===== config.mk =====
export PLATFORM = sky130hd
export DESIGN_NAME = evt_irq_latch
export DESIGN_NICKNAME = d
export VERILOG_FILES = /design/src/rtl/evl_pkg.sv /design/src/rtl/evl_ack_div.sv /design/src/rtl/evl_pend.sv /design/src/rtl/evl_cur.sv /design/src/rtl/evt_irq_latch.sv
export SDC_FILE = /design/constraint.sdc
export NUM_CORES = 1
export LEC_CHECK = 0
export ABC_AREA = 0
export BUFFER_PORTS_ARGS = -buffer_cell sky130_fd_sc_hd__buf_2
export CORE_MARGIN = 8
export CORE_UTILIZATION = 57
export CTS_BUF_LIST = sky130_fd_sc_hd__clkbuf_8
export DETAILED_ROUTE_END_ITERATION = 16
export GPL_TIMING_DRIVEN = 0
export PLACE_DENSITY_LB_ADDON = 0.25
export SLEW_MARGIN = 20
export SYNTH_ARGS = -nofsm -noshare
export SYNTH_HDL_FRONTEND = slang
export SYNTH_SLANG_ARGS = --single-unit

===== constraint.sdc =====
create_clock -name clk -period 3.4 [get_ports clk]
set_input_delay 0.17 -clock clk [delete_from_list [all_inputs] [get_ports clk]]
set_output_delay 0.17 -clock clk [all_outputs]
set_load 0.01 [all_outputs]

===== src/rtl/evl_pkg.sv =====
package evl_pkg;

    localparam int unsigned DEF_NUM_EVT    = 8;
    localparam int unsigned DEF_ACK_WRITES = 4;
    localparam int unsigned SCAN_MAX       = 32;

    // Result of a bit scan: whether a bit was found and where
    typedef struct packed {
        logic       hit;
        logic [4:0] idx;
    } scan_t;

    // Lowest set bit of v at position >= from, limited to n bits
    function automatic scan_t scan_up(logic [SCAN_MAX-1:0] v,
                                      int unsigned from,
                                      int unsigned n);
        scan_t r;
        r = '0;
        for (int i = SCAN_MAX - 1; i >= 0; i--) begin
            if (i < int'(n) && i >= int'(from) && v[i]) begin
                r.hit = 1'b1;
                r.idx = 5'(i);
            end
        end
        return r;
    endfunction

endpackage


===== src/rtl/evl_ack_div.sv =====
module evl_ack_div
    import evl_pkg::*;
#(
    parameter int unsigned ACK_WRITES = DEF_ACK_WRITES,
    localparam int unsigned CNT_W = (ACK_WRITES > 2) ? $clog2(ACK_WRITES) : 1
) (
    input  logic             clk,
    input  logic             rst,
    input  logic             clr_wr,
    output logic             act,
    output logic [CNT_W-1:0] cnt_q
);
    localparam logic [CNT_W-1:0] LAST = CNT_W'(ACK_WRITES - 1);

    assign act = clr_wr && (cnt_q == LAST);

    always_ff @(posedge clk) begin
        if (rst) begin
            cnt_q <= '0;
        end else if (clr_wr) begin
            cnt_q <= act ? '0 : cnt_q + 1'b1;
        end
    end
endmodule


===== src/rtl/evl_pend.sv =====
module evl_pend
    import evl_pkg::*;
#(
    parameter int unsigned NUM_EVT = DEF_NUM_EVT,
    localparam int unsigned IDX_W = $clog2(NUM_EVT)
) (
    input  logic               clk,
    input  logic               rst,
    input  logic               act,
    input  logic               evt_valid,
    input  logic [IDX_W-1:0]   evt_id,
    output logic [NUM_EVT-1:0] pend_q,
    output logic [NUM_EVT-1:0] pend_cleared,
    output scan_t              retired,
    output logic               irq_q
);
    logic [NUM_EVT-1:0] clr_mask;
    logic [NUM_EVT-1:0] set_mask;
    logic [NUM_EVT-1:0] pend_d;

    assign retired = scan_up(SCAN_MAX'(pend_q), 0, NUM_EVT);

    for (genvar b = 0; b < NUM_EVT; b++) begin : g_bit
        assign clr_mask[b]     = act && retired.hit && (retired.idx == 5'(b));
        assign set_mask[b]     = evt_valid && (evt_id == IDX_W'(b));
        assign pend_cleared[b] = pend_q[b] & ~clr_mask[b];
        assign pend_d[b]       = pend_cleared[b] | set_mask[b];
    end

    always_ff @(posedge clk) begin
        if (rst) begin
            pend_q <= '0;
            irq_q  <= 1'b0;
        end else begin
            pend_q <= pend_d;
            irq_q  <= |pend_d;
        end
    end
endmodule


===== src/rtl/evl_cur.sv =====
module evl_cur
    import evl_pkg::*;
#(
    parameter int unsigned NUM_EVT = DEF_NUM_EVT,
    localparam int unsigned IDX_W = $clog2(NUM_EVT)
) (
    input  logic               clk,
    input  logic               rst,
    input  logic               act,
    input  scan_t              retired,
    input  logic [NUM_EVT-1:0] pend_cleared,
    input  logic               evt_valid,
    input  logic [IDX_W-1:0]   evt_id,
    output logic [IDX_W-1:0]   cur_q
);
    scan_t            nxt;
    logic [IDX_W-1:0] cur_mid;
    logic [IDX_W-1:0] cur_d;

    always_comb begin
        nxt = scan_up(SCAN_MAX'(pend_cleared), int'(retired.idx), NUM_EVT);
        // Advance after an acting clear, only when something remains above
        if (act && retired.hit && nxt.hit) begin
            cur_mid = IDX_W'(nxt.idx);
        end else begin
            cur_mid = cur_q;
        end
        // Event priority comparison against the post-clear value
        if (evt_valid && ((cur_mid == '0) || (evt_id < cur_mid))) begin
            cur_d = evt_id;
        end else begin
            cur_d = cur_mid;
        end
    end

    always_ff @(posedge clk) begin
        if (rst) begin
            cur_q <= '0;
        end else begin
            cur_q <= cur_d;
        end
    end
endmodule


===== src/rtl/evt_irq_latch.sv =====
module evt_irq_latch
    import evl_pkg::*;
#(
    parameter int unsigned NUM_EVT    = DEF_NUM_EVT,
    parameter int unsigned ACK_WRITES = DEF_ACK_WRITES,
    localparam int unsigned IDX_W = $clog2(NUM_EVT),
    localparam int unsigned CNT_W = (ACK_WRITES > 2) ? $clog2(ACK_WRITES) : 1
) (
    input  logic               clk,
    input  logic               rst,
    input  logic               evt_valid,
    input  logic [IDX_W-1:0]   evt_id,
    input  logic               clr_wr,
    output logic               irq_o,
    output logic [IDX_W-1:0]   cur_evt_o,
    output logic [NUM_EVT-1:0] pending_o
);
    logic               act;
    logic [CNT_W-1:0]   ack_cnt;
    logic [NUM_EVT-1:0] pend_cleared;
    scan_t              retired;

    evl_ack_div #(.ACK_WRITES(ACK_WRITES)) u_ack (
        .clk    (clk),
        .rst    (rst),
        .clr_wr (clr_wr),
        .act    (act),
        .cnt_q  (ack_cnt)
    );

    evl_pend #(.NUM_EVT(NUM_EVT)) u_pend (
        .clk          (clk),
        .rst          (rst),
        .act          (act),
        .evt_valid    (evt_valid),
        .evt_id       (evt_id),
        .pend_q       (pending_o),
        .pend_cleared (pend_cleared),
        .retired      (retired),
        .irq_q        (irq_o)
    );

    evl_cur #(.NUM_EVT(NUM_EVT)) u_cur (
        .clk          (clk),
        .rst          (rst),
        .act          (act),
        .retired      (retired),
        .pend_cleared (pend_cleared),
        .evt_valid    (evt_valid),
        .evt_id       (evt_id),
        .cur_q        (cur_evt_o)
    );
endmodule


==> impl_summary.log, run 1 <==
INFO  metric clock-sinks = 14
INFO  metric end_kind = flip-flop
INFO  metric die_width = 60.3 um
INFO  metric worstHoldPathType = input port to flip-flop
INFO  metric clockPowerShare = 29.1%
INFO  metric placedCellCount = 178
INFO  metric drt.antenna.violating_nets = 0
INFO  metric finalWorstSetupSlack = 0.109 ns
INFO  metric cts_buffers = 3
INFO  metric critPathSlowestCell = sky130_fd_sc_hd__or4_4
INFO  metric syn_avg_cell_area = 8.22 um2
INFO  metric power.leakage = 0.524 nW
INFO  metric clock_tree_from_tritoncts = yes
INFO  metric cp_num_buf_inv = 2
INFO  metric vias = 1178
INFO  metric pre_cts_slack = -0.115 ns
INFO  metric layoutNonFillerInstCount = 185
INFO  metric critical_path.cell_chain = buf_6, or4_4, buf_6, or3_4, a221o_1, a31oi_4, ha_4, a21oi_4, nor4b_2, nor3b_2, o31ai_2
INFO  metric mostFrequentLayoutCell = sky130_fd_sc_hd__buf_2
INFO  metric critPathLaunch = u_pend.pend_q[1]
INFO  metric postCtsHoldBufs = 0
INFO  metric clk_path_buf_depth = 2
INFO  metric synthToLayoutAreaGrowth = 20.8%
INFO  metric netlist_area_before_placement = 0.00112 mm2
INFO  metric area_enclosed_by_the_die_boundary = 0.00363 mm2
INFO  metric yosys.area.top_type_share = 25.1%
INFO  metric leading_cell_types_in_the_layout_fill_and_taps_excluded = 16 x sky130_fd_sc_hd__buf_2, 14 x sky130_fd_sc_hd__dfxtp_1, 13 x sky130_fd_sc_hd__nor2_1
INFO  metric number_of_violations_of_the_max_capacitance_limit = 0
INFO  metric p_total = 0.474 mW
INFO  metric powerDensity = 351 mW/mm2
INFO  metric worst_path_required = 3.55 ns
INFO  metric synth_edf_count = 0
INFO  metric grt_first_pass_wirelength = 4830 um
INFO  metric postRouteWirelength = 3090 um
INFO  metric fin_hold_ws = 0.256 ns
INFO  metric finalClockSkew = 0.00275 ns
INFO  metric initial_core_util = 58.8%
INFO  metric cts-htree-levels = 1
INFO  metric die_height = 60.3 um
INFO  metric hpwlAfterDp = 2110 um
INFO  metric ctsRootBufferMaster = sky130_fd_sc_hd__clkbuf_8
INFO  metric seqPwrFrac = 38.6%
INFO  metric share_of_cells_above_drive_strength_1 = 29.7%
INFO  metric antenna_found_initial = 0
INFO  metric cp_data_arrival_time = 3.44 ns
INFO  metric synth.yosys.seq_area_share = 25.1%
INFO  metric drtPass1Iterations = 4
INFO  metric timing.final.crit_period = 3.29 ns
INFO  metric number_of_warnings_issued_by_yosys = 0
INFO  metric worst_path_dominant_cell_family = simple AND/OR/NAND/NOR gates
INFO  metric grt_start_max_net_pins = 11
INFO  metric path_class = flip-flop to flip-flop
INFO  metric port_buffers = 15
INFO  metric category_of_the_worst_setup_path_launch_point = flip-flop
INFO  metric clock_latency = 0.24 ns
INFO  metric post_synth_inst_count = 136
INFO  metric timing.critical_path.slowest_cell_delay = 0.53 ns
INFO  metric hold_viol_final = 0
INFO  metric fmax = 0.304 GHz
INFO  metric num_rows = 16
INFO  metric clk_pin_slew_worst_paths = 0.06 ns
INFO  metric synth_top_cell_by_area = sky130_fd_sc_hd__dfxtp_1
INFO  metric core_area = 0.00190 mm2
INFO  metric via_cell_ratio = 6.37
INFO  metric netlist-cell-type-count = 52
INFO  metric timing.final.max_slew_violations = 0
INFO  metric grt_pass1_vias = 1078
INFO  metric timing.rr.start = u_pend.pend_q[1]
INFO  metric async_reset_ff_share = 0%
INFO  metric synthTopCellsByArea = sky130_fd_sc_hd__dfxtp_1 25%, sky130_fd_sc_hd__nor2_1 4.4%, sky130_fd_sc_hd__nand2_1 4.0%, sky130_fd_sc_hd__a21oi_1 3.6%, sky130_fd_sc_hd__a211oi_1 3.4%
INFO  metric net_switching_power = 0.149 mW
INFO  metric yosys_register_bits = 14
INFO  metric portion_of_total_power_attributed_to_combinational_logic = 32.3%
INFO  metric drt_drc_violations_left = 0
INFO  metric worst_slew_margin_rel = 56.2%
INFO  metric drt_iter0_drc = 39
INFO  metric synth_flop_cell = sky130_fd_sc_hd__dfxtp_1
INFO  metric run_status = completed
INFO  metric intPower = 0.325 mW
INFO  metric timing.hold.worst.start = evt_id[1]
INFO  metric ios = 19
INFO  metric tightest_slew = 0.651 ns
INFO  metric setup-violations-final = 0
INFO  metric p_sw_share = 31.4%
INFO  metric global_route.usage.total = 17.3%
INFO  metric critical-path-top-cell-by-count = sky130_fd_sc_hd__buf_6
INFO  metric gp_congestion = 0.869
INFO  metric wire_length_per_cell_after_detailed_routing = 16.7 um
INFO  metric postSynthNetCount = 146
INFO  metric nNetsFinal = 170
INFO  metric diodes = 0
INFO  metric gr-total-overflow = 0
INFO  metric layout.core_utilization = 71.0%
INFO  metric post-route-period-util = 96.8%
INFO  metric max-vdd-ir-drop = 0.286 mV
INFO  metric crit_path_max_fanout = 10
-- per-layer routing --
layer	up-vias	routed length (um)	global-route usage (%)
met1	533	1360	21.2
li1	568	-	-
met3	11	218	2.58
met4	0	93	7.48
met2	66	1420	29.0
met5	-	0	0
-- what timing repair did --
action	in CTS	in global routing
pin swaps	0	5
setup endpoints to repair	2	2
resized for setup	4	4
buffers inserted	0	4
-- power groups by stage --
| stage | clock network, mW | registers, mW | logic, mW |
|---|---|---|---|
| after global routing | 0.144 | 0.184 | 0.166 |
| after detailed placement | 0 | 0.186 | 0.122 |
| final | 0.138 | 0.183 | 0.153 |
| after floorplan | 0 | 0.189 | 0.0888 |
| after global placement | 0 | 0.186 | 0.119 |
| after CTS | 0.137 | 0.183 | 0.130 |
-- cell families after synthesis --
kind of cell | after synthesis | share of synthesized area [%]
simple gates | 55 | 28.2
compound gates | 46 | 33.0
flops | 14 | 25.1
buf+inv | 13 | 5.82
fa+ha+maj | 5 | 5.15
mux | 3 | 2.69
-- final cells by class --
class	instances	area (um2)
multi-input cells	109	825
fillers	159	552
flip-flops and latches	14	280
repair buffers	19	105
plain buffers	13	65.1
clock buffers	3	41.3
well taps	27	33.8
-- worst paths after layout --
check,to,slack [ns],depth (start not counted)
worst max-delay path,u_cur.cur_q[1],0.11,11
worst min-delay path,u_pend.pend_q[3],0.26,3
worst max register to register,u_cur.cur_q[1],0.11,11
worst min register to register,u_ack.cnt_q[1],0.50,2
-- state kept, by name, indices dropped and copies added, names as in the netlist --
signal / cells
u_pend.pend_q: 8
u_cur.cur_q: 3
u_ack.cnt_q: 2
u_pend.irq_q: 1
-- cell usage after synthesis, drive strengths merged, types with 3 or more instances --
library cell,instances
clkbuf,9
mux2i,3
o31a,3
dfxtp,14
or4,4
a21o,3
nand2,12
o21ai,4
a211oi,5
nor2b,5
o41a,3
nor2,13
nand3,3
or2,3
a21oi,8
buf,4
ha,3
-- through the flow --
step	TNS (ns)	area, um2
floorplan	0	1120
global placement	-0.0761	1230
detailed placement	-0.190	1230
CTS	0	1290
global route	-0.00535	1350
finish	0	1350
-- worst min-delay path: stages --
cell                      delay [ns]
sky130_fd_sc_hd__buf_2          0.15
sky130_fd_sc_hd__nand3_1        0.08
sky130_fd_sc_hd__a21oi_1        0.05
Note: power is estimated with default switching activity, not from simulation.
==> run 2, diff against run 1 <==
--- a/config.mk
+++ b/config.mk
@@ -8,7 +8,7 @@
 export ABC_AREA = 0
 export BUFFER_PORTS_ARGS = -buffer_cell sky130_fd_sc_hd__buf_2
 export CORE_MARGIN = 8
-export CORE_UTILIZATION = 57
+export CORE_UTILIZATION = 58
 export CTS_BUF_LIST = sky130_fd_sc_hd__clkbuf_8
 export DETAILED_ROUTE_END_ITERATION = 16
 export GPL_TIMING_DRIVEN = 0
@@ -16,4 +16,5 @@
 export SLEW_MARGIN = 20
 export SYNTH_ARGS = -nofsm -noshare
 export SYNTH_HDL_FRONTEND = slang
+export SYNTH_HIERARCHICAL = 1
 export SYNTH_SLANG_ARGS = --single-unit
==> run 2 against run 1 <==
Sequential power rose by 3%. Synthesized cell count grew 1.5%. Clock-buffer cell count increased by 1. Design area is 11% higher. Total power is 12% higher. Critical endpoint is now u_cur/cur_q[1].
==> impl_summary.log, run 2 <==
INFO  metric run_status = completed
INFO  metric whs_path_depth = 2 (-1)
INFO  metric post_synth_inst_count = 138 (+1.5%)
INFO  metric hpwlAfterDp = 2080 um (-1.5%)
INFO  metric path_class = flip-flop to flip-flop
INFO  metric clock_latency = 0.25 ns (about the same)
INFO  metric clk_path_buf_depth = 2 (unchanged)
INFO  metric antenna_found_initial = 0 (unchanged)
INFO  metric portion_of_total_power_attributed_to_combinational_logic = 33.5% (+1.2 points)
INFO  metric die_width = 60.2 um (about the same)
INFO  metric power.leakage = 0.604 nW (+15%)
INFO  metric die_height = 60.2 um (about the same)
INFO  metric ios = 19 (unchanged)
INFO  metric clock-sinks = 14 (unchanged)
INFO  metric grt_start_max_net_pins = 11 (unchanged)
INFO  metric cp_data_arrival_time = 3.48 ns (+0.04 ns)
INFO  metric setup-tns-final = 0 ns (unchanged)
INFO  metric netlist_area_before_placement = 0.00113 mm2 (+1.6%)
INFO  metric finalClockSkew = 0.00267 ns (-0.0000795 ns)
INFO  metric initial_core_util = 59.7% (+0.92 points)
INFO  metric fillers = 116 (-27%)
INFO  metric num_rows = 16 (unchanged)
INFO  metric gp_congestion = 0.817 (-6.0%)
INFO  metric core_area = 0.00190 mm2 (unchanged)
INFO  metric port_buffers = 18 (+3)
INFO  metric yosys.area.top_type_share = 24.7% (-0.39 points)
INFO  metric post-route-period-util = 98.2% (+1.4 points)
INFO  metric setup-violations-final = 0 (unchanged)
INFO  metric synth_edf_count = 0 (unchanged)
INFO  metric p_sw_share = 31.1% (-0.25 points)
INFO  metric share_of_cells_above_drive_strength_1 = 40.0% (+10 points)
INFO  metric nNetsFinal = 176 (+3.5%)
INFO  metric clockPowerShare = 30.8% (+1.7 points)
INFO  metric seq_area = 284 um2 (+1.3%)
INFO  metric synthTopCellsByArea = sky130_fd_sc_hd__dfxtp_1 25%, sky130_fd_sc_hd__a21oi_1 6.6%, sky130_fd_sc_hd__inv_1 4.0%, sky130_fd_sc_hd__nor2_1 4.0%, sky130_fd_sc_hd__mux2i_1 3.5%
INFO  metric seqPwrFrac = 35.6% (-3.0 points)
INFO  metric worst_path_required = 3.54 ns (about the same)
INFO  metric crit_path_max_fanout = 10 (unchanged)
INFO  metric layout.core_utilization = 78.9% (+8.0 points)
INFO  metric async_reset_ff_share = 0% (unchanged)
INFO  metric register_with_the_highest_flop_count = u_pend/pend_q
INFO  metric intPower = 0.366 mW (+13%)
INFO  metric top_regs = u_pend/pend_q (8), u_cur/cur_q (3), u_ack/cnt_q (2)
INFO  metric number_of_warnings_issued_by_yosys = 6 (+6)
INFO  metric via_cell_ratio = 5.95 (-6.5%)
INFO  metric syn_avg_cell_area = 8.22 um2 (about the same)
INFO  metric grt_first_pass_wirelength = 4580 um (-5.2%)
INFO  metric powerDensity = 354 mW/mm2 (+1.0%)
INFO  metric r2r_setup_slack = 0.06 ns (-0.05 ns)
INFO  metric drt_iter0_drc = 44 (+13%)
INFO  metric ctsRootBufferMaster = sky130_fd_sc_hd__clkbuf_8
INFO  metric yosysMostFrequentCell = sky130_fd_sc_hd__a21oi_1
INFO  metric wire_length_per_cell_after_detailed_routing = 15.8 um (-5.1%)
INFO  metric cts_buffers = 3 (unchanged)
INFO  metric drt.antenna.violating_nets = 0 (unchanged)
INFO  metric synth_flop_cell = sky130_fd_sc_hd__dfxtp_1
INFO  metric diodes = 0 (unchanged)
INFO  metric synthToLayoutAreaGrowth = 32.3%
INFO  metric fin_hold_ws = 0.184 ns (-0.0723 ns)
INFO  metric global_route.usage.total = 16.5% (-0.83 points)
INFO  metric end_kind = flip-flop
INFO  metric largest_register_ff_count = 8 (unchanged)
INFO  metric fmax = 0.299 GHz (-1.4%)
INFO  metric synth.yosys.seq_area_share = 24.7% (-0.39 points)
INFO  metric hold_viol_final = 0 (unchanged)
INFO  metric leading_cell_types_in_the_layout_fill_and_taps_excluded = 19 x sky130_fd_sc_hd__buf_2, 14 x sky130_fd_sc_hd__a21oi_1, 12 x sky130_fd_sc_hd__nor2_1
INFO  metric yosys_register_bits = 14 (unchanged)
INFO  metric grt_pass1_vias = 1028 (-4.6%)
INFO  metric p_total = 0.532 mW (+12%)
INFO  metric category_of_the_worst_setup_path_launch_point = flip-flop
INFO  metric timing.final.crit_period = 3.34 ns (+0.0484 ns)
INFO  metric vias = 1143 (-3.0%)
INFO  metric post-route-cell-area = 0.00150 mm2 (+11%)
INFO  metric net_switching_power = 0.166 mW (+11%)
INFO  metric postRouteWirelength = 3040 um (-1.5%)
INFO  metric post_synth_most_frequent_cells = 15 x sky130_fd_sc_hd__a21oi_1, 14 x sky130_fd_sc_hd__dfxtp_1, 12 x sky130_fd_sc_hd__inv_1, 12 x sky130_fd_sc_hd__nor2_1
INFO  metric synth_top_cell_by_area = sky130_fd_sc_hd__dfxtp_1
INFO  metric gr-total-overflow = 0 (unchanged)
INFO  metric clock_tree_from_tritoncts = yes
INFO  metric area_enclosed_by_the_die_boundary = 0.00363 mm2 (-0.13%)
INFO  metric timing.final.max_slew_violations = 0 (unchanged)
INFO  metric cts-htree-levels = 1 (unchanged)
INFO  metric max-vdd-ir-drop = 0.304 mV (+6.6%)
INFO  metric placedInstanceArea = 0.00127 mm2 (+3.5%)
INFO  metric number_of_violations_of_the_max_capacitance_limit = 0 (unchanged)
INFO  metric r2r_cells = 14 (+3)
INFO  metric netlist-cell-type-count = 51 (-1.9%)
INFO  metric multi_input_gate_area = 932 um2 (+13%)
INFO  metric clk_pin_slew_worst_paths = 0.06 ns (about the same)
INFO  metric mostFrequentLayoutCell = sky130_fd_sc_hd__buf_2
INFO  metric worstHoldPathType = input port to flip-flop
INFO  metric drtPass1Iterations = 4 (unchanged)
INFO  metric drt_drc_violations_left = 0 (unchanged)
[run 2: changes by cell type in the layout (fill, tap and decap cells not counted), sizes merged, moves of 3 or more]
cell    change
a21oi       +7
nor3        +4
a211oi      -5
clkbuf      -8
inv        +12
or2         -3
a21o        -3
nand2       -8
o41a        -3
o31a        -3
or4         -4
nand2b      +6
buf         +4
a31oi       +3
[run 2: final timing paths]
kind	start	endpoint
max	u_pend/pend_q[6]	u_cur/cur_q[1]
min	rst	u_ack/cnt_q[0]
max reg2reg	u_pend/pend_q[6]	u_cur/cur_q[1]
min reg2reg	u_ack/cnt_q[0]	u_ack/cnt_q[0]
[run 2: per-layer routing]
layer  wire length [um]  global-route usage (%)  vias up  part of all wire [%]
li1                   -                       -      555                     -
met1               1270                    19.5      550                    42
met2               1600                    27.6       31                    53
met3                119                    3.23        7                   3.9
met4                 55                    7.82        0                   1.8
met5                  0                       0        -                     0
[run 2: timing repair]
action	in CTS	in global routing
hold buffers	0	0
buffers inserted	1	3
setup endpoints to repair	3	3
gates resized for setup	7	24
pin swaps	2	6
[run 2: power by group through the flow]
stage | Clock, mW | Combinational [mW] | Sequential [mW]
6_report | 0.164 | 0.178 | 0.189
5_1_grt | 0.175 | 0.193 | 0.191
3_5_place_dp | 0 | 0.139 | 0.190
2_1_floorplan | 0 | 0.100 | 0.193
3_3_place_gp | 0 | 0.135 | 0.189
4_1_cts | 0.168 | 0.150 | 0.186
[run 2: final cells by class]
class                   count  share of cell area (%)
plain buffers               5                    2.08
clock buffers               4                    3.67
inverters                  12                    3.00
multi-input cells         108                    62.1
flip-flops and latches     14                    18.9
well taps                  27                    2.25
repair buffers             22                    8.00
[run 2: per-stage QoR]
| step | setup slack (ns) | cells |
|---|---|---|
| 2_1_floorplan | 0.0621 | 139 |
| 3_3_place_gp | -0.123 | 184 |
| 3_5_place_dp | -0.238 | 184 |
| 4_1_cts | 0.0194 | 189 |
| 5_1_grt | -0.0810 | 192 |
| 6_report | 0.0608 | 192 |
[run 2: worst max-delay path, cell delays in order, from the launching register on]
cell	delay, ns
sky130_fd_sc_hd__dfxtp_1	0.51
sky130_fd_sc_hd__nor2_1	0.10
sky130_fd_sc_hd__nor3_1	0.19
sky130_fd_sc_hd__nor3_1	0.08
sky130_fd_sc_hd__nor3_1	0.12
sky130_fd_sc_hd__buf_2	0.24
sky130_fd_sc_hd__nand3_2	0.14
sky130_fd_sc_hd__a221oi_4	0.36
sky130_fd_sc_hd__a31oi_4	0.16
sky130_fd_sc_hd__mux2i_2	0.26
sky130_fd_sc_hd__ha_2	0.32
sky130_fd_sc_hd__o21a_1	0.21
sky130_fd_sc_hd__nor3_4	0.15
sky130_fd_sc_hd__a221oi_4	0.06
sky130_fd_sc_hd__mux2_4	0.32
[run 2: kinds of logic after synthesis]
family	after synthesis	share of synthesized area, %
simple gates	50	26.1
compound gates	45	30.8
fa+ha+maj	5	5.18
mux	6	6.17
buf+inv	17	6.72
other cells	1	0.330
flops	14	24.7
